==> src/rtl/isv_pkg.sv <==
package isv_pkg;
  typedef enum logic [1:0] {
    SEL_STATUS = 2'd0,
    SEL_ENABLE = 2'd1,
    SEL_VECTOR = 2'd2,
    SEL_DMACFG = 2'd3
  } isv_sel_e;
endpackage

==> src/rtl/isv_status_reg.sv <==
module isv_status_reg #(
  parameter int          W        = 16,
  parameter logic [W-1:0] W1C_MASK = 16'h0027
) (
  input  logic         clk,
  input  logic         rst_n,
  input  logic [W-1:0] set_i,
  input  logic [W-1:0] hw_clr_i,
  input  logic         sw_wr_i,
  input  logic [W-1:0] sw_wdata_i,
  input  logic [W-1:0] vec_clr_i,
  output logic [W-1:0] status_o
);
  logic [W-1:0] sw_clr;
  assign sw_clr = sw_wr_i ? (sw_wdata_i & W1C_MASK) : '0;

  for (genvar i = 0; i < W; i++) begin : g_bit
    logic q;
    always_ff @(posedge clk or negedge rst_n) begin
      if (!rst_n)                                     q <= 1'b0;
      else if (set_i[i])                              q <= 1'b1;
      else if (hw_clr_i[i] | sw_clr[i] | vec_clr_i[i]) q <= 1'b0;
    end
    assign status_o[i] = q;

    // a set pulse wins over every clear source in the same cycle
    a_r4_set_wins: assert property (@(posedge clk) disable iff (!rst_n)
      set_i[i] |=> status_o[i]);

    if (!W1C_MASK[i]) begin : g_protected
      // software writes cannot touch bits outside the clearable set
      a_r5_write_ignored: assert property (@(posedge clk) disable iff (!rst_n)
        (sw_wr_i && !hw_clr_i[i] && !vec_clr_i[i])
          |=> status_o[i] == ($past(status_o[i]) | $past(set_i[i])));
    end
  end
endmodule

==> src/rtl/isv_vector.sv <==
module isv_vector #(
  parameter int MASK_W = 6,
  parameter int W      = 16,
  localparam int VEC_W = $clog2(MASK_W + 1)
) (
  input  logic [MASK_W-1:0] status_i,
  input  logic [MASK_W-1:0] enable_i,
  output logic              any_o,
  output logic [VEC_W-1:0]  index_o,
  output logic [W-1:0]      clr_onehot_o
);
  logic [MASK_W-1:0] pend;
  assign pend  = status_i & enable_i;
  assign any_o = |pend;

  always_comb begin
    index_o = '0;
    for (int k = MASK_W - 1; k >= 0; k--) begin
      if (pend[k]) index_o = VEC_W'(k + 1);
    end
  end

  for (genvar k = 0; k < W; k++) begin : g_clr
    if (k < MASK_W) begin : g_live
      assign clr_onehot_o[k] = (index_o == VEC_W'(k + 1));
    end else begin : g_none
      assign clr_onehot_o[k] = 1'b0;
    end
  end
endmodule

==> src/rtl/isv_ctrl_regs.sv <==
module isv_ctrl_regs #(
  parameter int W          = 16,
  parameter int MASK_W     = 6,
  parameter int RX_CFG_BIT = 15,
  parameter int TX_CFG_BIT = 7,
  parameter int RX_BIT     = 3,
  parameter int TX_BIT     = 4
) (
  input  logic              clk,
  input  logic              rst_n,
  input  logic              wr_mask_i,
  input  logic              wr_cfg_i,
  input  logic [W-1:0]      wdata_i,
  output logic [MASK_W-1:0] mask_o,
  output logic [W-1:0]      cfg_o
);
  localparam logic [W-1:0] CFG_KEEP = (W'(1) << RX_CFG_BIT) | (W'(1) << TX_CFG_BIT);

  always_ff @(posedge clk or negedge rst_n) begin
    if (!rst_n) begin
      mask_o <= '0;
      cfg_o  <= '0;
    end else if (wr_mask_i) begin
      mask_o <= wdata_i[MASK_W-1:0];
    end else if (wr_cfg_i) begin
      cfg_o <= wdata_i & CFG_KEEP;
      if (wdata_i[RX_CFG_BIT]) mask_o[RX_BIT] <= 1'b0;
      if (wdata_i[TX_CFG_BIT]) mask_o[TX_BIT] <= 1'b0;
    end
  end

  // turning on a DMA direction removes the matching interrupt enable
  a_r8_rx_cfg_drops_enable: assert property (@(posedge clk) disable iff (!rst_n)
    (wr_cfg_i && wdata_i[RX_CFG_BIT]) |=> !mask_o[RX_BIT]);
  a_r8_tx_cfg_drops_enable: assert property (@(posedge clk) disable iff (!rst_n)
    (wr_cfg_i && wdata_i[TX_CFG_BIT]) |=> !mask_o[TX_BIT]);
  // the mask only moves on a register write
  a_r7_mask_holds: assert property (@(posedge clk) disable iff (!rst_n)
    (!wr_mask_i && !wr_cfg_i) |=> $stable(mask_o));
endmodule

==> src/rtl/isv_unit.sv <==
module isv_unit #(
  parameter int W          = 16,
  parameter int MASK_W     = 6,
  parameter int RX_BIT     = 3,
  parameter int TX_BIT     = 4,
  parameter int BUSY_BIT   = 12,
  parameter int RX_CFG_BIT = 15,
  parameter int TX_CFG_BIT = 7,
  parameter logic [W-1:0] W1C_MASK = 16'h0027
) (
  input  logic         clk,
  input  logic         rst_n,
  input  logic [1:0]   reg_sel,
  input  logic         reg_wr,
  input  logic         reg_rd,
  input  logic [W-1:0] reg_wdata,
  output logic [W-1:0] reg_rdata,
  input  logic [W-1:0] evt_set,
  input  logic [W-1:0] evt_clr,
  input  logic         bus_busy,
  output logic         irq,
  output logic         dma_rx_req,
  output logic         dma_tx_req
);
  import isv_pkg::*;

  localparam int VEC_W = $clog2(MASK_W + 1);
  localparam logic [W-1:0] STORE_MASK = ~(W'(1) << BUSY_BIT);

  isv_sel_e sel;
  assign sel = isv_sel_e'(reg_sel);

  logic [W-1:0]      status;
  logic [MASK_W-1:0] mask;
  logic [W-1:0]      cfg;
  logic              any_pend;
  logic [VEC_W-1:0]  vec_idx;
  logic [W-1:0]      vec_onehot;
  logic [W-1:0]      vec_clr;
  logic [W-1:0]      set_eff;

  assign set_eff = evt_set & STORE_MASK;
  assign vec_clr = (reg_rd && sel == SEL_VECTOR) ? vec_onehot : '0;

  isv_status_reg #(.W(W), .W1C_MASK(W1C_MASK)) u_status (
    .clk        (clk),
    .rst_n      (rst_n),
    .set_i      (set_eff),
    .hw_clr_i   (evt_clr),
    .sw_wr_i    (reg_wr && sel == SEL_STATUS),
    .sw_wdata_i (reg_wdata),
    .vec_clr_i  (vec_clr),
    .status_o   (status)
  );

  isv_vector #(.MASK_W(MASK_W), .W(W)) u_vector (
    .status_i     (status[MASK_W-1:0]),
    .enable_i     (mask),
    .any_o        (any_pend),
    .index_o      (vec_idx),
    .clr_onehot_o (vec_onehot)
  );

  isv_ctrl_regs #(
    .W(W), .MASK_W(MASK_W), .RX_CFG_BIT(RX_CFG_BIT), .TX_CFG_BIT(TX_CFG_BIT),
    .RX_BIT(RX_BIT), .TX_BIT(TX_BIT)
  ) u_ctrl (
    .clk       (clk),
    .rst_n     (rst_n),
    .wr_mask_i (reg_wr && sel == SEL_ENABLE),
    .wr_cfg_i  (reg_wr && sel == SEL_DMACFG),
    .wdata_i   (reg_wdata),
    .mask_o    (mask),
    .cfg_o     (cfg)
  );

  assign irq        = any_pend;
  assign dma_rx_req = cfg[RX_CFG_BIT] & status[RX_BIT];
  assign dma_tx_req = cfg[TX_CFG_BIT] & status[TX_BIT];

  always_comb begin
    reg_rdata = '0;
    if (reg_rd) begin
      unique case (sel)
        SEL_STATUS: begin
          reg_rdata           = status;
          reg_rdata[BUSY_BIT] = bus_busy;
        end
        SEL_ENABLE: reg_rdata = W'(mask);
        SEL_VECTOR: reg_rdata = W'(vec_idx);
        SEL_DMACFG: reg_rdata = cfg;
      endcase
    end
  end

  // input assumption: one access per cycle
  a_in_single_access: assert property (@(posedge clk) disable iff (!rst_n)
    !(reg_wr && reg_rd));
  // a non-zero vector read leaves the reported bit clear unless re-set
  a_r3_vector_clears: assert property (@(posedge clk) disable iff (!rst_n)
    (reg_rd && sel == SEL_VECTOR && vec_idx != '0 && (set_eff & vec_onehot) == '0)
      |=> (status & $past(vec_onehot)) == '0);
  // the interrupt can only rise after an event or a mask/config write
  a_r2_irq_cause: assert property (@(posedge clk) disable iff (!rst_n)
    $rose(irq) |-> ($past(|evt_set) || $past(reg_wr)));
  // a DMA request needs its direction enabled
  a_r9_rx_needs_cfg: assert property (@(posedge clk) disable iff (!rst_n)
    dma_rx_req |-> cfg[RX_CFG_BIT]);
  a_r9_tx_needs_cfg: assert property (@(posedge clk) disable iff (!rst_n)
    dma_tx_req |-> cfg[TX_CFG_BIT]);
  // the busy position is never held in the status store
  a_r10_busy_not_stored: assert property (@(posedge clk) disable iff (!rst_n)
    !status[BUSY_BIT]);
endmodule

==> config.mk <==
export PLATFORM = sky130hd
export DESIGN_NAME = isv_unit
export DESIGN_NICKNAME = d
export VERILOG_FILES = /design/src/rtl/isv_pkg.sv /design/src/rtl/isv_status_reg.sv /design/src/rtl/isv_vector.sv /design/src/rtl/isv_ctrl_regs.sv /design/src/rtl/isv_unit.sv
export SDC_FILE = /design/constraint.sdc
export NUM_CORES = 1
export LEC_CHECK = 0
export BUFFER_PORTS_ARGS = -buffer_cell sky130_fd_sc_hd__buf_2
export CORE_MARGIN = 4
export CORE_UTILIZATION = 40
export CTS_BUF_LIST = sky130_fd_sc_hd__clkbuf_8 sky130_fd_sc_hd__clkbuf_16
export DETAILED_ROUTE_END_ITERATION = 8
export HOLD_SLACK_MARGIN = 0.03
export PLACE_DENSITY_LB_ADDON = 0.3
export SLEW_MARGIN = 5
export SYNTH_ARGS = -nofsm -noshare
export SYNTH_HDL_FRONTEND = slang
export SYNTH_SLANG_ARGS = --single-unit
==> constraint.sdc <==
create_clock -name clk -period 1.9 [get_ports clk]
set_input_delay 0.38 -clock clk [delete_from_list [all_inputs] [get_ports clk]]
set_output_delay 0.38 -clock clk [all_outputs]
set_load 0.05 [all_outputs]
==> reports/results.ini, run 1 <==
[clocking]
cts_root_buf=clkbuf_8
cts_buffers=3
clkTransAtPathRegs_ns=0.08
ctsLongestPathBuffers=2
cts.sinks=23
cts_tree=built
htreeDepth=1
cts_hold_buf=0
clk_latency_ns=0.26

[sta]
fmax_mhz=488
tightest_slew_ns=0.513
setup_viol_count_final=3
grt_setup_unrepaired=yes
slew_headroom=0.658
fin_crit_sh=1.08
slew_viol_final=0
hold_violations=0
layout_min_cycle_time_ns=2.05
fin_ws_ns=-0.150
skew_ns=0.00554
setup_tns_ns=-0.305

[logic_synthesis]
ys_types=32
seq_area_frac_synth=0.445
syn_inst=138
synth_area_per_cell_um2=9.37
synth_area_mm2=0.00129
syn_nets=193
yosys_warnings=0
ys_seq_elements=23
synth-edff-count=0
ys.flop_type=dfrtp_1
postSynth.asyncResetShare=1.00

[global_route]
grt_pass1_wl_um=5670
antenna_found_initial=0
grt_pass1_vias=1330
grt_max_degree=24
grt-ovfl-total=0
grtUsageTotal=0.173

[worst_setup_path]
cp-end-kind=output pin
crit_type=flop to output pin
cp_slowest_cell=a222oi_1
required_ns=1.52
path_max_fanout=5
slowest_delay_ns=0.47
crit_path_start_kind=flop
r2r-start=u_status.g_bit[2].q
crit_chain=a222oi_1, nand2b_1, o22ai_2, buf_6
arrival_ns=1.67
crit_start=u_status.g_bit[2].q

[floorplanning]
rows=20
ios=74
start_util=0.420
die_y_um=64.8
die_x_um=64.8
dieArea_mm2=0.00420
fp.coreArea_mm2=0.00308

[power_and_ir_drop]
peakVddDrop_uv=591
p_leak_nw=0.974
power_mw=1.36
powerDensity_mw_per_mm2=742

[finish]
syn2layout_area_growth_pct=42.0
stdcell_count=260
design_area_mm2=0.00184
diodes=0
layout-drive-gt1-share=0.421
layout.nets=272

[detailed_routing]
wl_per_cell_um=13.5
postRouteAntennaNets=0
viasPerCell=5.01
num_vias=1302
first_pass_iters=4
drtIter0Drc=44
wl_um=3520
drcViolationCount=0

[placement]
portBuffers=63
place_hpwl_um=2830
place_congestion=0.929
placed_cell_area_mm2=0.00174
dp.cells=253

[flow_run]
cap_violations=0

[outcome]
violations=setup timing
outcome=complete, but fails checks

[hold_path]
min_path_type=input port to async pin

[worst paths after layout]
check,end,slack (ns),cells after the start
min in group clk,u_status.g_bit[15].q,0.29,2
setup reg to reg,u_status.g_bit[5].q,0.14,4
hold / removal,u_status.g_bit[14].q,0.08,1
setup / recovery,reg_rdata[2],-0.15,4
hold reg to reg,u_status.g_bit[9].q,0.47,1
max in group asynchronous,u_status.g_bit[4].q,1.45,1
[metal layers]
layer | track usage | vias up | part of all wire
li1 | - | 645 | -
met1 | 0.187 | 611 | 0.39
met2 | 0.321 | 42 | 0.53
met3 | 0.0416 | 4 | 0.074
met4 | 0.0712 | 0 | 0.010
met5 | 0 | - | 0
[registers in the layout, indices dropped and copies added (netlist names)]
signal / flops
u_status.g_bit.q: 15
u_ctrl.mask_o: 6
u_ctrl.cfg_o: 2
[layout by cell type (no fill, tap or decap), types with 2 or more instances in the layout]
cell type / n
or3_1: 2
clkbuf_8: 3
dfrtp_1: 22
o21bai_1: 2
a222oi_1: 2
a22o_1: 3
nand3_1: 3
nand2_1: 14
mux2_2: 6
a21o_1: 9
nor2_1: 10
nand2b_1: 2
a31oi_1: 6
mux2i_1: 6
and2_1: 9
o32a_1: 2
a21oi_1: 5
nor2b_1: 2
buf_2: 60
buf_6: 3
buf_4: 13
inv_1: 15
a21boi_1: 2
[worst max-delay path, delay by kind of cell (launching register included)]
| family | cells | cell delay [ns] |
|---|---|---|
| buffers and inverters | 1 | 0.18 |
| AOI/OAI and AO/OA | 2 | 0.66 |
| DFF | 1 | 0.43 |
| and+or+nand+nor | 1 | 0.14 |
[metrics by stage]
step                      hold WS [ns]  worst slack, ns  utilization
final                           0.0770           -0.150        0.596
after floorplan                 0.0844           0.0179            -
after CTS                        0.101           -0.132        0.589
after global placement           0.376           0.0917        0.564
after global routing             0.135           -0.230        0.596
after detailed placement         0.390           0.0648        0.564
[layout make-up]
| cell class | count | area, um2 |
|---|---|---|
| Clock buffer | 3 | 41.3 |
| Clock inverter | 1 | 3.75 |
| Fill cell | 294 | 1240 |
| Inverter | 14 | 52.6 |
| Multi-Input combinational cell | 99 | 674 |
| Sequential cell | 23 | 577 |
| Tap cell | 44 | 55.1 |
| Timing Repair Buffer | 76 | 432 |
[synth_stat cells, types with 2 or more instances]
library cell  number  area share
dfrtp_1           23        0.45
inv_1             14       0.041
nand2_1           14       0.041
nor2_1            10       0.029
a21o_1             9       0.052
and2_1             9       0.044
a31oi_1            6       0.029
mux2_2             6       0.052
mux2i_1            6       0.046
a21oi_1            5       0.019
a21boi_0           3       0.017
a22o_1             3       0.020
nand3_1            3       0.012
nor2b_1            3       0.015
a222oi_1           2       0.015
buf_2              2      0.0077
nand2b_1           2      0.0097
o21bai_1           2       0.012
o32a_1             2       0.015
or3_1              2      0.0097
[timing repair]
action | in CTS | in global routing
endpoints found under the setup margin | 4 | 4
pin swaps | 2 | 3
gates resized for setup | 7 | 4
setup buffers | 2 | 1
[report_power, final]
part / internal [mW] / switching, mW / leakage (nW) / total [mW]
registers: 0.542 / 0.0563 / 0.258 / 0.598
clock network: 0.144 / 0.151 / 0.0269 / 0.295
logic: 0.198 / 0.270 / 0.690 / 0.468
total: 0.884 / 0.477 / 0.974 / 1.36
[cells by family after synthesis]
family                 after synthesis  share of synthesized area
AO/OA/AOI/OAI                       38                      0.215
buffers and inverters               16                     0.0484
flip-flops                          23                      0.445
multiplexers                        12                     0.0987
AND/OR/NAND/NOR                     49                      0.193
No activity file was read; power rests on OpenSTA's default activity.
==> inputs of run 2 (changes only) <==
--- a/config.mk
+++ b/config.mk
@@ -11,6 +11,7 @@
 export CTS_BUF_LIST = sky130_fd_sc_hd__clkbuf_8 sky130_fd_sc_hd__clkbuf_16
 export DETAILED_ROUTE_END_ITERATION = 8
 export HOLD_SLACK_MARGIN = 0.03
+export MAX_ROUTING_LAYER = met4
 export PLACE_DENSITY_LB_ADDON = 0.3
 export SLEW_MARGIN = 5
 export SYNTH_ARGS = -nofsm -noshare
==> run 2 against run 1 <==
  * The run still ends with setup timing left
  * Worst hold slack better by 0.0075 ns
  * Combinational power up 17%
  * Cell count up 5.0%
==> reports/results.ini, run 2 (synthesized netlist as in run 1, its figures left out) <==
[outcome]
outcome=complete, but fails checks  ; unchanged
violations=setup timing  ; unchanged

[global_route]
grt_pass1_wl_um=5640  ; was 5670 um
grt_max_degree=24  ; unchanged
antenna_found_initial=0  ; unchanged
grt_pass1_vias=1357  ; was 1,330
grtUsageTotal=0.176  ; was 0.173
grt-ovfl-total=0  ; unchanged

[finish]
layout.nets=285  ; was 272
final_common_cell=buf_2  ; unchanged
top_regs=u_status.g_bit.q x15, u_ctrl.mask_o x6, u_ctrl.cfg_o x2  ; unchanged
syn2layout_area_growth_pct=50.3  ; was 42.0%
largest_reg_flops=15  ; unchanged
fillers=270  ; was 294
mostFrequentLayoutCells=59 x buf_2, 25 x buf_4, 21 x dfrtp_1, 15 x inv_1, 13 x nand2_1  ; was 60 x buf_2, 22 x dfrtp_1, 15 x inv_1, 14 x nand2_1, 13 x buf_4
diodes=0  ; unchanged
stdcell_count=273  ; was 260
largest-register=u_status.g_bit.q  ; unchanged
layout-drive-gt1-share=0.459  ; was 0.421

[placement]
place_congestion=0.915  ; was 0.929
dp.cells=253  ; unchanged
place_hpwl_um=2770  ; was 2830 um
portBuffers=63  ; unchanged

[sta]
setup_viol_count_final=3  ; unchanged
fmax_mhz=494  ; was 488 MHz
layout_min_cycle_time_ns=2.02  ; was 2.05 ns
grt_setup_unrepaired=yes  ; unchanged
fin_crit_sh=1.07  ; was 1.08
hold_violations=0  ; unchanged
tightest_slew_ns=0.517  ; was 0.513 ns
slew_viol_final=0  ; unchanged
skew_ns=0.00274  ; was 0.00554 ns
whs_ns=0.0845  ; was 0.0770 ns
slew_headroom=0.655  ; was 0.658
fin_ws_ns=-0.124  ; was -0.150 ns

[flow_run]
cap_violations=0  ; unchanged

[worst_setup_path]
path_max_fanout=5  ; unchanged
crit_type=flop to output pin  ; unchanged
crit_path_start_kind=flop  ; unchanged
cp-end-kind=output pin  ; unchanged
required_ns=1.52  ; about the same
arrival_ns=1.64  ; was 1.67 ns

[detailed_routing]
drtIter0Drc=43  ; was 44
viasPerCell=5.00  ; was 5.01
wl_per_cell_um=13.7  ; was 13.5 um
drcViolationCount=0  ; unchanged
postRouteAntennaNets=0  ; unchanged
num_vias=1365  ; was 1,302
wl_um=3740  ; was 3520 um
first_pass_iters=4  ; unchanged

[floorplanning]
ios=74  ; unchanged
die_x_um=64.8  ; unchanged
rows=20  ; unchanged
dieArea_mm2=0.00420  ; unchanged
start_util=0.420  ; unchanged
die_y_um=64.8  ; unchanged
fp.coreArea_mm2=0.00308  ; unchanged

[power_and_ir_drop]
power_mw=1.43  ; was 1.36 mW
peakVddDrop_uv=408  ; was 591 uV
p_leak_nw=1.04  ; was 0.974 nW
powerDensity_mw_per_mm2=738  ; was 742 mW/mm2

[clocking]
cts_tree=built  ; unchanged
ctsLongestPathBuffers=2  ; unchanged
cts_root_buf=clkbuf_8  ; unchanged
clkTransAtPathRegs_ns=0.08  ; about the same
cts.sinks=23  ; unchanged
htreeDepth=1  ; unchanged
cts_hold_buf=0  ; unchanged
cts_buffers=3  ; unchanged
clk_latency_ns=0.26  ; about the same

[hold_path]
min_path_type=input port to async pin  ; unchanged

[run 2: power breakdown]
part	switching (mW)	internal, mW
Sequential	0.0507	0.542
Clock	0.152	0.144
Combinational	0.296	0.250
[run 2: final cells by class]
| class | instances | area, um2 | area share |
|---|---|---|---|
| Clock buffer | 3 | 41.3 | 0.0212 |
| Clock inverter | 1 | 3.75 | 0.00193 |
| Inverter | 14 | 52.6 | 0.0270 |
| Multi-Input combinational cell | 99 | 673 | 0.346 |
| Sequential cell | 23 | 578 | 0.297 |
| Tap cell | 44 | 55.1 | 0.0283 |
| Timing Repair Buffer | 89 | 539 | 0.278 |
[run 2: worst paths after layout]
| kind | start | to | slack (ns) | depth (start not counted) |
|---|---|---|---|---|
| max reg2reg | u_status.g_bit[4].q | u_status.g_bit[1].q | 0.09 | 5 |
| min in group clk | evt_set[7] | u_status.g_bit[7].q | 0.29 | 2 |
| max in group asynchronous | rst_n | u_status.g_bit[4].q | 1.44 | 1 |
| min reg2reg | u_status.g_bit[11].q | u_status.g_bit[11].q | 0.47 | 1 |
| max | u_status.g_bit[1].q | reg_rdata[2] | -0.12 | 4 |
| min | rst_n | u_status.g_bit[5].q | 0.08 | 1 |
[run 2: metrics by stage]
step	cell area (um2)	setup WS [ns]	setup TNS [ns]	util
4_1_cts	1890	-0.0944	-0.162	0.615
6_report	1940	-0.124	-0.245	0.631
5_1_grt	1940	-0.181	-0.470	0.631
3_5_place_dp	1740	0.0684	0	0.564
3_3_place_gp	1740	0.0899	0	0.564
2_1_floorplan	1300	0.0179	0	-
[run 2: timing repair]
action,4_1_cts,5_1_grt
gates resized for setup,11,4
pin swaps,4,7
setup endpoints to repair,4,4
setup buffers,11,5
hold endpoints to repair,0,0
[run 2: critical path: stages (launching register included)]
cell and delay [ns]:
dfrtp_1 0.43, a222oi_1 0.43, nand2b_1 0.14, o22ai_2 0.20
buf_6 0.18
[run 2: per-layer routing]
layer,share of wire,routed length (um),vias up,GRT usage
met5,0,0,-,-
met4,0.015,55,0,0.0633
met3,0.069,259,6,0.0295
met2,0.54,2000,51,0.330
met1,0.38,1420,639,0.183
li1,-,-,669,-
